File: src/rtl/dcc_pkg.sv
package dcc_pkg;
    localparam int CODE_W   = 8;
    localparam int B_SADDR  = 0;
    localparam int B_SOFF   = 1;
    localparam int B_DADDR  = 2;
    localparam int B_DOFF   = 3;
    localparam int B_NBYTES = 4;
    localparam int B_SG     = 5;
    localparam int B_LINK   = 6;
    localparam int B_PRIO   = 7;
    localparam int SG_ALIGN_BITS = 5;

    // Low-bit mask that must be zero for a value aligned to the size code.
    function automatic logic [2:0] size_mask(input logic [1:0] sz);
        logic [3:0] m;
        m = (4'd1 << sz) - 4'd1;
        return m[2:0];
    endfunction
endpackage

File: src/rtl/dcc_align.sv
module dcc_align #(
    parameter int AW = 32,
    parameter int OW = 16
) (
    input  logic [AW-1:0] addr,
    input  logic [OW-1:0] off,
    input  logic [1:0]    size,
    output logic          addr_bad,
    output logic          off_bad
);
    import dcc_pkg::*;
    logic [2:0] mask;

    always_comb begin
        mask     = size_mask(size);
        addr_bad = |(addr[2:0] & mask);
        off_bad  = |(off[2:0] & mask);
    end
endmodule

File: src/rtl/dcc_prio_dup.sv
module dcc_prio_dup #(
    parameter int NCH = 16,
    parameter int PW  = 4
) (
    input  logic [NCH*PW-1:0] prio,
    output logic              dup
);
    localparam int NHIT = NCH * NCH;
    logic [NHIT-1:0] hit;

    for (genvar i = 0; i < NCH; i++) begin : g_row
        for (genvar j = 0; j < NCH; j++) begin : g_col
            if (j > i) begin : g_cmp
                assign hit[i*NCH+j] = (prio[i*PW +: PW] == prio[j*PW +: PW]);
            end else begin : g_off
                assign hit[i*NCH+j] = 1'b0;
            end
        end
    end

    assign dup = |hit;
endmodule

File: src/rtl/dcc_report.sv
module dcc_report #(
    parameter int NCH = 16,
    localparam int CHW = $clog2(NCH)
) (
    input  logic                      clk,
    input  logic                      rst_n,
    input  logic [dcc_pkg::CODE_W-1:0] evt_code,
    input  logic [CHW-1:0]            chan,
    input  logic [NCH-1:0]            irq_en,
    output logic                      err_valid,
    output logic [dcc_pkg::CODE_W-1:0] err_code,
    output logic [CHW-1:0]            err_chan,
    output logic                      err_irq
);
    import dcc_pkg::*;

    typedef struct packed {
        logic              valid;
        logic [CODE_W-1:0] code;
        logic [CHW-1:0]    chan;
        logic              irq;
    } rep_t;

    localparam logic [CODE_W-1:0] PRIO_ONLY = CODE_W'(1) << B_PRIO;

    rep_t rep_d, rep_q;

    always_comb begin
        rep_d       = rep_q;
        rep_d.valid = |evt_code;
        rep_d.irq   = 1'b0;
        if (|evt_code) begin
            rep_d.code = evt_code;
            rep_d.chan = (evt_code == PRIO_ONLY) ? '0 : chan;
            rep_d.irq  = irq_en[chan];
        end
    end

    always_ff @(posedge clk or negedge rst_n) begin
        if (!rst_n) rep_q <= '0;
        else        rep_q <= rep_d;
    end

    assign err_valid = rep_q.valid;
    assign err_code  = rep_q.code;
    assign err_chan  = rep_q.chan;
    assign err_irq   = rep_q.irq;

    AST_IRQ_WITH_VALID: assert property (@(posedge clk) disable iff (!rst_n)
        err_irq |-> err_valid);
    AST_CODE_NONZERO: assert property (@(posedge clk) disable iff (!rst_n)
        err_valid |-> (err_code != '0));
    AST_STATUS_HELD: assert property (@(posedge clk) disable iff (!rst_n)
        !err_valid |-> ($stable(err_code) && $stable(err_chan)));
    AST_PRIO_NO_CHAN: assert property (@(posedge clk) disable iff (!rst_n)
        (err_valid && err_code == PRIO_ONLY) |-> (err_chan == '0));
endmodule

File: src/rtl/desc_cfg_check.sv
module desc_cfg_check #(
    parameter int NCH = 16,
    parameter int PW  = 4,
    parameter int AW  = 32,
    parameter int OW  = 16,
    parameter int BW  = 32,
    localparam int CHW = $clog2(NCH)
) (
    input  logic              clk,
    input  logic              rst_n,
    input  logic [AW-1:0]     src_addr,
    input  logic [AW-1:0]     dst_addr,
    input  logic [OW-1:0]     src_off,
    input  logic [OW-1:0]     dst_off,
    input  logic [1:0]        src_size,
    input  logic [1:0]        dst_size,
    input  logic [BW-1:0]     nbytes,
    input  logic              sg_en,
    input  logic [AW-1:0]     sg_addr,
    input  logic              link_en,
    input  logic              cur_link,
    input  logic              beg_link,
    input  logic [CHW-1:0]    chan,
    input  logic [NCH*PW-1:0] prio_tab,
    input  logic              fixed_prio,
    input  logic [NCH-1:0]    irq_en,
    input  logic              act_stb,
    input  logic              minor_stb,
    input  logic              major_stb,
    output logic              err_valid,
    output logic [7:0]        err_code,
    output logic [CHW-1:0]    err_chan,
    output logic              err_irq
);
    import dcc_pkg::*;

    logic src_addr_bad, src_off_bad, dst_addr_bad, dst_off_bad;
    logic prio_dup;
    logic [CODE_W-1:0] evt_code;

    dcc_align #(.AW(AW), .OW(OW)) u_src_align (
        .addr(src_addr), .off(src_off), .size(src_size),
        .addr_bad(src_addr_bad), .off_bad(src_off_bad)
    );

    dcc_align #(.AW(AW), .OW(OW)) u_dst_align (
        .addr(dst_addr), .off(dst_off), .size(dst_size),
        .addr_bad(dst_addr_bad), .off_bad(dst_off_bad)
    );

    dcc_prio_dup #(.NCH(NCH), .PW(PW)) u_prio_dup (
        .prio(prio_tab), .dup(prio_dup)
    );

    always_comb begin
        logic [2:0] nb_mask;
        nb_mask  = size_mask(src_size) | size_mask(dst_size);
        evt_code = '0;
        if (act_stb) begin
            evt_code[B_SADDR]  = src_addr_bad;
            evt_code[B_SOFF]   = src_off_bad;
            evt_code[B_DADDR]  = dst_addr_bad;
            evt_code[B_DOFF]   = dst_off_bad;
            evt_code[B_NBYTES] = |(nbytes[2:0] & nb_mask);
            evt_code[B_PRIO]   = fixed_prio & prio_dup;
        end
        if (major_stb && sg_en)
            evt_code[B_SG] = |sg_addr[SG_ALIGN_BITS-1:0];
        if (minor_stb && link_en)
            evt_code[B_LINK] = (cur_link != beg_link);
    end

    dcc_report #(.NCH(NCH)) u_report (
        .clk(clk), .rst_n(rst_n), .evt_code(evt_code), .chan(chan),
        .irq_en(irq_en), .err_valid(err_valid), .err_code(err_code),
        .err_chan(err_chan), .err_irq(err_irq)
    );

    AST_SG_AT_MAJOR: assert property (@(posedge clk) disable iff (!rst_n)
        (err_valid && err_code[B_SG]) |-> $past(major_stb));
    AST_LINK_AT_MINOR: assert property (@(posedge clk) disable iff (!rst_n)
        (err_valid && err_code[B_LINK]) |-> $past(minor_stb));
    AST_ACT_CLASSES: assert property (@(posedge clk) disable iff (!rst_n)
        (err_valid && (|err_code[B_NBYTES:B_SADDR] || err_code[B_PRIO])) |-> $past(act_stb));
    AST_QUIET_NO_STROBE: assert property (@(posedge clk) disable iff (!rst_n)
        !(act_stb || minor_stb || major_stb) |=> !err_valid);
endmodule

File: config.mk
export PLATFORM = sky130hd
export DESIGN_NAME = desc_cfg_check
export DESIGN_NICKNAME = d
export VERILOG_FILES = /design/src/rtl/dcc_pkg.sv /design/src/rtl/dcc_align.sv /design/src/rtl/dcc_prio_dup.sv /design/src/rtl/dcc_report.sv /design/src/rtl/desc_cfg_check.sv
export SDC_FILE = /design/constraint.sdc
export NUM_CORES = 1
export LEC_CHECK = 0
export ABC_CLOCK_PERIOD_IN_PS = 800
export CORE_UTILIZATION = 35
export CTS_CLUSTER_SIZE = 30
export DETAILED_ROUTE_END_ITERATION = 10
export DONT_BUFFER_PORTS = 1
export HOLD_SLACK_MARGIN = 0.08
export PLACE_DENSITY = 0.49
export SYNTH_ARGS = -nofsm -noshare
export SYNTH_HDL_FRONTEND = slang
export SYNTH_SLANG_ARGS = --single-unit
File: constraint.sdc
create_clock -name clk -period 0.8 [get_ports clk]
set_clock_uncertainty 0.2 [all_clocks]
set_input_delay 0.04 -clock clk [delete_from_list [all_inputs] [get_ports clk]]
set_output_delay 0.04 -clock clk [all_outputs]
set_load 0.005 [all_outputs]
==> results of run 1 <==
[flip-flops by register name (all words and copies together) (netlist names)]
register and count:
u_report.err_chan 4, u_report.err_code 8, u_report.err_irq 1, u_report.err_valid 1
[worst max path at each step]
stage | end | slack [ns] | cells past startpoint
floorplan | u_report.err_code[7] | -1.08 | 10
global placement | u_report.err_code[5] | -1.66 | 7
detailed placement | u_report.err_code[5] | -1.63 | 7
CTS | u_report.err_irq | -0.95 | 8
global route | u_report.err_irq | -1.04 | 9
finish | u_report.err_irq | -0.99 | 8
[power breakdown]
group	internal [W]	leakage, nW	switching (W)
registers	0.000774	0.170	0.0000421
logic	0.00198	2.86	0.00148
clock network	0.000757	0.0442	0.000282
[per-stage QoR]
step	utilization	setup TNS, ns	setup WS (ns)
CTS	0.341	-16.25	-0.946
global placement	0.317	-21.77	-1.66
detailed placement	0.317	-21.17	-1.63
floorplan	-	-13.68	-1.08
global route	0.364	-16.36	-1.04
finish	0.364	-15.09	-0.988
[routing by layer]
layer / wire (µm) / up-vias / global-route usage
li1: - / 2639 / -
met1: 11600 / 2944 / 0.316
met2: 12600 / 262 / 0.381
met3: 1860 / 34 / 0.0346
met4: 585 / 0 / 0.0525
met5: 0 / - / 0
[cells in the final DEF, fill, tap and decap left out, drive strengths merged]
cell type,count
a21o,1
a21oi,6
a22o,1
a41oi,1
and3,3
buf,64
clkbuf,4
dfrtp,14
dlygate4sd3,2
dlymetal6s4s,1
inv,3
mux4,5
nand2,18
nand2b,1
nand3,3
nand4,10
nor4,148
o211ai,1
o21a,1
o21ai,16
o22ai,2
o2bb2ai,3
or4,1
xnor2,12
xor2,469
[timing repair]
item | in CTS | in global routing
hold endpoints to repair | 26 | 24
gates cloned | 1 | 0
resized for setup | 60 | 68
buffers inserted | 7 | 1
pin swaps | 26 | 18
setup endpoints to repair | 28 | 42
[kinds of logic (layout without fill, tap and decap cells)]
kind of cell              count (synthesis)  count (layout)  share of synthesized area
xor gates and xnor gates                481             481                      0.553
and+or+nand+nor                         184             184                      0.144
buffers and inverters                   134              74                      0.216
AOI/OAI and AO/OA                        31              32                     0.0274
DFF                                      14              14                     0.0451
muxes                                     5               5                     0.0145
[cell type report]
type | instances | share of cell area
Multi-Input combinational cell | 702 | 0.826
Timing Repair Buffer | 67 | 0.0728
Sequential cell | 14 | 0.0441
Clock buffer | 4 | 0.0112
Inverter | 3 | 0.00142
Tap cell | 280 | 0.0441
==> impl_metrics.env, run 1 <==
export IMPL_cts_tree="yes"
export IMPL_die_h_um=151
export IMPL_slew_headroom=0.558
export IMPL_grt_pass1_vias=5846
export IMPL_power_w=0.00532
export IMPL_dpl_instance_area_um2=6930
export IMPL_gp_congestion=0.854
export IMPL_critical_path_max_stage_delay_ns=0.38
export IMPL_fin_nets=1049
export IMPL_grt_pass1_wl_mm=39.1
export IMPL_antenna_found_initial=0
export IMPL_clk_pin_slew_ns=0.05
export IMPL_yosysTopAreaCellShare=0.516
export IMPL_cts_hold_buf=3
export IMPL_holdWs_ns=-0.303
export IMPL_avgSynthCellArea_um2=9.15
export IMPL_drc=0
export IMPL_ios=272
export IMPL_clkLatencyLatePin_ns=0.24
export IMPL_cp_max_fo=15
export IMPL_multiInputGateArea_um2=6560
export IMPL_overflow=0
export IMPL_final_cell_area_um2=7940
export IMPL_routed_wl_mm=26.6
export IMPL_ys_warn_count=0
export IMPL_crit_top_cell="nor4_2"
export IMPL_yosysSeqAreaShare=0.0451
export IMPL_synth_top_area_cell="xor2_1"
export IMPL_final_setup_worst_slack_ns=-0.988
export IMPL_grt_max_degree=16
export IMPL_die_area_um2=22800
export IMPL_cp_top_family="simple AND/OR/NAND/NOR gates"
export IMPL_fin_crit_sh=2.23
export IMPL_wl_per_cell_um=24.8
export IMPL_vias_per_cell=5.49
export IMPL_period_needed_ns=1.79
export IMPL_ys_ff_latch=14
export IMPL_synth_distinct_cells=32
export IMPL_area_growth_pct=2.22
export IMPL_critPathLaunch="prio_tab[63]"
export IMPL_numCtsBuffers=3
export IMPL_start_util=0.356
export IMPL_clock_sinks=14
export IMPL_ys_flop_type="dfrtp_1"
export IMPL_place_hpwl_mm=17.0
export IMPL_failed_checks="negative hold slack, negative setup slack"
export IMPL_ys_async_sr_fraction=1.00
export IMPL_cp_slowest_cell="nor4_2"
export IMPL_setup_viol_count_final=28
export IMPL_core_region_area_um2=21800
export IMPL_drt_pass1_iter_count=5
export IMPL_stdcell_count=1070
export IMPL_endpoint_kind="flop"
export IMPL_status="complete, but fails checks"
export IMPL_critical_path_required_ns=0.73
export IMPL_h_tree_depth=1
export IMPL_netlist_area_um2=7770
export IMPL_seqCellArea_um2=350
export IMPL_power_density_nw_per_um2=670
export IMPL_cp_arrival_ns=1.72
export IMPL_cap_violations=0
export IMPL_p_leak_nw=3.07
export IMPL_vdd_drop_max_v=0.000643
export IMPL_yosysMostFrequentCell="xor2_1"
export IMPL_antenna_cells=0
export IMPL_hold_path_class="in -> async"
export IMPL_die_x_um=151
export IMPL_cts_root_buffer="clkbuf_16"
export IMPL_drt_initial_drc_count=486
export IMPL_rr_startpoint="u_report.err_code[0]"
export IMPL_grt_use_total=0.232
export IMPL_reg2reg_depth=3
export IMPL_row_count=54
export IMPL_clockBufferDepth=2
export IMPL_vias=5879
export IMPL_r2r_end="u_report.err_code[0]"
export IMPL_worst_path_buf_inv=1
export IMPL_ys_top_cells_by_count="xor2_1 (458), nor4_1 (146), buf_6 (62)"
export IMPL_io_buffers=0
export IMPL_setup_worst_path_start_class="input port"
export IMPL_syn_nets=1107
export IMPL_drive_above_1_share=0.235
export IMPL_nFillCells=2250
export IMPL_fmax_ghz=0.559
export IMPL_worstMarginPinSlew_ns=0.663
export IMPL_r2r_slack_ns=-0.18
export IMPL_rsz0062_at_grt="true"
export IMPL_synth_area_leaders="xor2_1 (52%), nor4_1 (12%), buf_6 (9.0%)"
export IMPL_finalMaxSlewViolations=0
export IMPL_path_cells="xor2_4, nor4_2, nor4_2, nand4_1, nor4_4, buf_6, a21oi_4, o21a_1"
export IMPL_antenna_left=0
export IMPL_synth_edf_count=0
export IMPL_hold_viol=24
export IMPL_setup_worst_path_class="in -> reg"
export IMPL_syn_inst=849
export IMPL_placedCellCount=1060
Note: power is estimated with default switching activity, not from simulation.
==> run 2: changes to the inputs <==
--- a/config.mk
+++ b/config.mk
@@ -7,6 +7,7 @@
 export LEC_CHECK = 0
 export ABC_CLOCK_PERIOD_IN_PS = 800
 export CORE_UTILIZATION = 35
+export CTS_BUF_LIST = sky130_fd_sc_hd__clkbuf_8
 export CTS_CLUSTER_SIZE = 30
 export DETAILED_ROUTE_END_ITERATION = 10
 export DONT_BUFFER_PORTS = 1
@@ -14,4 +15,5 @@
 export PLACE_DENSITY = 0.49
 export SYNTH_ARGS = -nofsm -noshare
 export SYNTH_HDL_FRONTEND = slang
+export SYNTH_HIERARCHICAL = 1
 export SYNTH_SLANG_ARGS = --single-unit
==> run 2 against run 1 <==
  * The flow still finishes with violations (negative hold slack, negative setup slack)
  * Die area is 4.1% lower
  * Flip-flop and latch count unchanged
  * Combinational power down 4%
  * Worst setup slack worse by 0.23 ns
  * Count of clock-buffer cells in the layout unchanged
  * Non-clock buffer count decreased by 21
  * Maximum frequency is 11% lower
  * Cell count decreased by 3.3%
  * Hold slack got worse by 0.028 ns
  * Synthesized area down 4.1%
  * Largest power group unchanged
==> impl_metrics.env, run 2 <==
export IMPL_core_region_area_um2=21000
export IMPL_setup_viol_count_final=28
export IMPL_setup_worst_path_start_class="input port"
export IMPL_die_h_um=148
export IMPL_cp_max_fo=15
export IMPL_cp_slowest_cell="nor4_2"
export IMPL_ys_flop_type="dfrtp_1"
export IMPL_antenna_left=0
export IMPL_h_tree_depth=1
export IMPL_netlist_area_um2=7450
export IMPL_ys_async_sr_fraction=1.00
export IMPL_failed_checks="negative hold slack, negative setup slack"
export IMPL_overflow=0
export IMPL_antenna_cells=0
export IMPL_fin_nets=1019
export IMPL_io_buffers=0
export IMPL_p_leak_nw=2.66
export IMPL_hold_path_class="in -> async"
export IMPL_final_common_cell="xor2_1"
export IMPL_drt_pass1_iter_count=5
export IMPL_row_count=53
export IMPL_grt_max_degree=16
export IMPL_drc=0
export IMPL_cts_tree="yes"
export IMPL_dpl_instance_area_um2=6700
export IMPL_grt_pass1_wl_mm=37.5
export IMPL_cts_root_buffer="clkbuf_8"
export IMPL_holdWs_ns=-0.331
export IMPL_slew_headroom=0.532
export IMPL_yosysMostFrequentCell="xor2_1"
export IMPL_rsz0062_at_grt="true"
export IMPL_fin_util=0.349
export IMPL_gp_congestion=0.972
export IMPL_vias_per_cell=5.61
export IMPL_start_util=0.355
export IMPL_syn_inst=841
export IMPL_grt_use_total=0.230
export IMPL_worstMarginPinSlew_ns=0.696
export IMPL_final_cell_area_um2=7300
export IMPL_critical_path_required_ns=0.78
export IMPL_grt_pass1_vias=5636
export IMPL_power_w=0.00481
export IMPL_synth_top_area_cell="xor2_1"
export IMPL_yosysSeqAreaShare=0.0470
export IMPL_fin_crit_sh=2.52
export IMPL_routed_wl_mm=25.9
export IMPL_cts_hold_buf=1
export IMPL_ys_ff_latch=14
export IMPL_period_needed_ns=2.02
export IMPL_vias=5807
export IMPL_area_growth_pct=-1.93
export IMPL_cp_arrival_ns=2.00
export IMPL_endpoint_kind="flop"
export IMPL_ys_warn_count=6
export IMPL_largest_reg_flops=8
export IMPL_drive_above_1_share=0.153
export IMPL_synth_distinct_cells=41
export IMPL_clk_pin_slew_ns=0.06
export IMPL_wl_per_cell_um=25.0
export IMPL_clock_sinks=14
export IMPL_critical_path_max_stage_delay_ns=0.44
export IMPL_numCtsBuffers=3
export IMPL_avgSynthCellArea_um2=8.86
export IMPL_ios=272
export IMPL_power_density_nw_per_um2=659
export IMPL_clockBufferDepth=2
export IMPL_finalMaxSlewViolations=0
export IMPL_setup_worst_path_class="in -> reg"
export IMPL_synth_edf_count=0
export IMPL_yosysTopAreaCellShare=0.408
export IMPL_antenna_found_initial=0
export IMPL_die_area_um2=21900
export IMPL_path_cells="xor2_2, nor4_2, nor4_2, nand4_1, nor4_2, nand4_1, and3_4, nor2_4, buf_6, a22o_2"
export IMPL_clkLatencyLatePin_ns=0.24
export IMPL_crit_top_cell="nor4_2"
export IMPL_final_setup_worst_slack_ns=-1.22
export IMPL_drt_initial_drc_count=550
export IMPL_hold_viol=25
export IMPL_syn_nets=1099
export IMPL_synth_area_leaders="xor2_1 (41%), xnor2_1 (15%), nor4_1 (9.5%)"
export IMPL_place_hpwl_mm=16.6
export IMPL_cap_violations=0
export IMPL_most_common_layout_cells="xor2_1 (322), xnor2_1 (128), nor4_1 (85), nand4_1 (45), buf_4 (30)"
export IMPL_ys_top_cells_by_count="xor2_1 (347), xnor2_1 (128), nor4_1 (113)"
export IMPL_status="complete, but fails checks"
export IMPL_vdd_drop_max_v=0.000473
export IMPL_die_x_um=148
export IMPL_fmax_ghz=0.496
-- run 2: changes by cell type in the layout (fill, tap and decap cells not counted), sizes merged, moves of 3 or more --
cell | previous run | this run
a21o | 1 | 7
a22o | 1 | 4
and2 | 0 | 4
buf | 64 | 45
nand2 | 18 | 2
nand3 | 3 | 0
nand4 | 10 | 45
nor4 | 148 | 113
o21ai | 16 | 9
o2bb2ai | 3 | 0
xnor2 | 12 | 128
xor2 | 469 | 353
-- run 2: metrics by stage --
step	setup slack, ns	TNS (ns)	hold slack (ns)	cells
final	-1.22	-19.30	-0.331	1035
after global routing	-1.25	-20.17	-0.324	1035
after CTS	-1.11	-19.31	-0.320	1035
after detailed placement	-1.72	-23.93	-0.455	1028
after global placement	-1.76	-24.59	-0.455	1028
after floorplan	-1.20	-16.28	-0.456	841
-- run 2: power breakdown --
part           switching [W]  internal [W]  total [W]
logic                0.00133       0.00199    0.00332
clock network       0.000245      0.000436   0.000681
registers          0.0000450      0.000773   0.000818
-- run 2: final timing paths --
check,start,end,slack (ns),cells past startpoint
setup / recovery,prio_tab[14],u_report/err_chan[0],-1.22,10
hold / removal,rst_n,u_report/err_code[5],-0.33,1
setup reg to reg,u_report/err_chan[0],u_report/err_chan[0],-0.22,2
hold reg to reg,u_report/err_code[0],u_report/err_code[0],0.30,1
max in group asynchronous,rst_n,u_report/err_chan[3],0.33,1
min in group clk,chan[2],u_report/err_irq,-0.32,1
-- run 2: critical path, delay by kind of cell --
kind / cells / cell delay, ns
AOI/OAI and AO/OA: 1 / 0.12
and+or+nand+nor: 7 / 1.54
buffers and inverters: 1 / 0.13
xor gates and xnor gates: 1 / 0.16
-- run 2: area by class of cell --
cell class	count	area [µm²]
Tap cell	275	344
Clock buffer	4	55.1
Inverter	3	11.3
Fill cell	2225	13700
Multi-Input combinational cell	693	6140
Timing Repair Buffer	46	407
Sequential cell	14	350
-- run 2: repair_timing --
item,CTS,global route
endpoints found under the setup margin,28,42
gates resized for setup,35,45
endpoints found under the hold margin,28,28
setup buffers,4,0
pin swaps,19,18
-- run 2: logic make-up (layout without fill, tap and decap cells) --
logic type | after synthesis | after routing | synth area share
AO/OA/AOI/OAI | 34 | 34 | 0.0316
XOR/XNOR | 481 | 481 | 0.572
buffers and inverters | 134 | 53 | 0.193
flip-flops | 14 | 14 | 0.0470
multiplexers | 5 | 5 | 0.0124
AND/OR/NAND/NOR | 173 | 173 | 0.144
-- run 2: metal layers --
metal,vias to the layer above,part of all wire,GRT usage
met3,73,0.067,0.0302
met4,0,0.064,0.137
met2,301,0.47,0.377
met5,-,0,0
li1,2597,-,-
met1,2836,0.40,0.286
==> run 3: changes to the inputs <==
--- a/config.mk
+++ b/config.mk
@@ -6,13 +6,13 @@
 export NUM_CORES = 1
 export LEC_CHECK = 0
 export ABC_CLOCK_PERIOD_IN_PS = 800
-export CORE_UTILIZATION = 35
+export CORE_UTILIZATION = 45
 export CTS_BUF_LIST = sky130_fd_sc_hd__clkbuf_8
 export CTS_CLUSTER_SIZE = 30
 export DETAILED_ROUTE_END_ITERATION = 10
 export DONT_BUFFER_PORTS = 1
 export HOLD_SLACK_MARGIN = 0.08
-export PLACE_DENSITY = 0.49
+export PLACE_DENSITY = 0.6
 export SYNTH_ARGS = -nofsm -noshare
 export SYNTH_HDL_FRONTEND = slang
 export SYNTH_HIERARCHICAL = 1
==> run 3 against run 2 <==
  * Register-to-register slack is essentially flat
  * Wire length decreased by 8.3%
  * Largest cell class unchanged
  * Sequential share of layout area grew 0.36 points
  * Global-route usage is 3.9 points higher
  * Total power is 5.2% lower
  * The flow still finishes with violations (negative hold slack, negative setup slack)
  * Critical path depth grew 1
  * Flip-flop and latch count stayed put
  * Design area decreased by 7.0%
  * Non-clock buffer count is 5 lower
==> impl_metrics.env, run 3 (synthesis results as in run 2) <==
export IMPL_clk_pin_slew_ns=0.06
export IMPL_p_leak_nw=2.57
export IMPL_setup_worst_path_class="in -> reg"
export IMPL_cts_root_buffer="clkbuf_8"
export IMPL_r2r_slack_ns=-0.23
export IMPL_placedCellCount=966
export IMPL_grt_max_degree=16
export IMPL_grt_use_total=0.269
export IMPL_swShare=0.330
export IMPL_grt_pass1_wl_mm=34.1
export IMPL_core_region_area_um2=16000
export IMPL_antenna_left=0
export IMPL_gp_congestion=1.00
export IMPL_pwr_share_clk=0.148
export IMPL_largest_reg_flops=8
export IMPL_io_buffers=0
export IMPL_setup_viol_count_final=28
export IMPL_drc=0
export IMPL_critical_path_max_stage_delay_ns=0.41
export IMPL_die_area_um2=17100
export IMPL_hold_viol=26
export IMPL_place_hpwl_mm=15.5
export IMPL_die_h_um=131
export IMPL_h_tree_depth=1
export IMPL_fin_util=0.425
export IMPL_clockBufferDepth=2
export IMPL_clkLatencyLatePin_ns=0.24
export IMPL_cts_hold_buf=1
export IMPL_period_needed_ns=2.09
export IMPL_power_switching_w=0.00151
export IMPL_combPwrFrac=0.673
export IMPL_seqCellArea_um2=350
export IMPL_status="complete, but fails checks"
export IMPL_drive_above_1_share=0.0874
export IMPL_cts_tree="yes"
export IMPL_stdcell_count=971
export IMPL_wl_per_cell_um=24.4
export IMPL_fmax_ghz=0.479
export IMPL_rsz0062_at_grt="true"
export IMPL_row_count=46
export IMPL_ios=272
export IMPL_start_util=0.466
export IMPL_drt_initial_drc_count=679
export IMPL_antenna_found_initial=0
export IMPL_dpl_instance_area_um2=6600
export IMPL_clock_sinks=14
export IMPL_die_x_um=131
export IMPL_vias_per_cell=6.07
export IMPL_nFillCells=1646
export IMPL_cp_arrival_ns=2.07
export IMPL_overflow=0
export IMPL_cap_violations=0
export IMPL_vdd_drop_max_v=0.000609
export IMPL_seqPwrFrac=0.179
export IMPL_cp_max_fo=15
export IMPL_power_density_nw_per_um2=672
export IMPL_internal_power_w=0.00306
export IMPL_multiInputGateArea_um2=5740
export IMPL_failed_checks="negative hold slack, negative setup slack"
export IMPL_cp_slowest_cell="nor4_1"
export IMPL_reg2reg_depth=2
export IMPL_hold_path_class="in -> reg"
export IMPL_slew_headroom=0.564
export IMPL_area_growth_pct=-8.75
export IMPL_most_common_layout_cells="xor2_1 (344), xnor2_1 (128), nor4_1 (107), nand4_1 (45), buf_4 (25)"
export IMPL_hold_depth=1
export IMPL_grt_pass1_vias=5453
export IMPL_fin_nets=1014
export IMPL_holdWs_ns=-0.325
export IMPL_worstMarginPinSlew_ns=0.648
export IMPL_path_cells="xor2_1, nor4_1, nor4_1, buf_4, nand4_1, nor4_2, nand4_1, and3_4, nor2_4, buf_6, a22o_1"
export IMPL_setup_worst_path_start_class="input port"
export IMPL_antenna_cells=0
export IMPL_vias=5893
export IMPL_numCtsBuffers=3
export IMPL_critical_path_required_ns=0.78
export IMPL_final_common_cell="xor2_1"
export IMPL_drt_pass1_iter_count=5
export IMPL_fin_crit_sh=2.61
export IMPL_final_cell_area_um2=6800
export IMPL_routed_wl_mm=23.7
export IMPL_endpoint_kind="flop"
export IMPL_finalMaxSlewViolations=0
export IMPL_final_setup_worst_slack_ns=-1.29
## run 3: cell types whose count changed in the layout (fill, tap and decap cells not counted), moves of 5 or more
cell	previous run	this run
xor2_1	322	344
nor4_2	24	5
xor2_4	6	0
buf_4	30	25
xor2_2	25	9
nor4_1	85	107
## run 3: worst paths after layout
path                                 startpoint                    to
max                                 prio_tab[0]  u_report/err_chan[1]
min in group asynchronous                 rst_n  u_report/err_code[6]
min                                     chan[2]      u_report/err_irq
max reg2reg                u_report/err_chan[0]  u_report/err_chan[0]
max in group asynchronous                 rst_n  u_report/err_code[7]
min reg2reg                u_report/err_code[4]  u_report/err_code[4]
## run 3: power by group through the flow
| stage | clock, W | combinational, W | sequential (W) |
|---|---|---|---|
| after global placement | 0 | 0.00285 | 0.000824 |
| after CTS | 0.000697 | 0.00296 | 0.000819 |
| after global routing | 0.000725 | 0.00332 | 0.000826 |
| after floorplan | 0 | 0.00397 | 0.000821 |
| final | 0.000677 | 0.00307 | 0.000818 |
| after detailed placement | 0 | 0.00289 | 0.000823 |
## run 3: metrics by stage
stage          setup TNS [ns]  power, W  setup slack [ns]  hold slack (ns)
2_1_floorplan          -16.28   0.00479             -1.20           -0.456
3_3_place_gp           -20.74   0.00367             -1.49           -0.455
3_5_place_dp           -20.66   0.00371             -1.49           -0.455
4_1_cts                -21.20   0.00447             -1.24           -0.327
5_1_grt                -20.52   0.00487             -1.29           -0.324
6_report               -20.32   0.00457             -1.29           -0.325
## run 3: layer usage
metal,share of wire,wire (µm),track usage,up-vias
li1,-,-,-,2602
met3,0.084,1980,0.0436,74
met5,0,0,0,-
met2,0.46,10900,0.438,358
met4,0.053,1250,0.139,0
met1,0.41,9610,0.342,2859
## run 3: layout make-up
type                       count  area share
timing repair buffer          41      0.0543
multi-input combinational    693       0.845
tap                          216      0.0398
clock buffer                   4     0.00810
sequential                    14      0.0515
inverter                       3     0.00166
## run 3: worst max-delay path, delay by kind of cell
kind	cells	cell delay (ns)
XOR/XNOR	1	0.17
buffers and inverters	2	0.30
AND/OR/NAND/NOR	7	1.43
AO/OA/AOI/OAI	1	0.12
## run 3: what timing repair did
action,4_1_cts,5_1_grt
endpoints found under the hold margin,28,28
buffers inserted,0,1
gates resized for setup,11,15
endpoints found under the setup margin,28,42
pin swaps,1,12
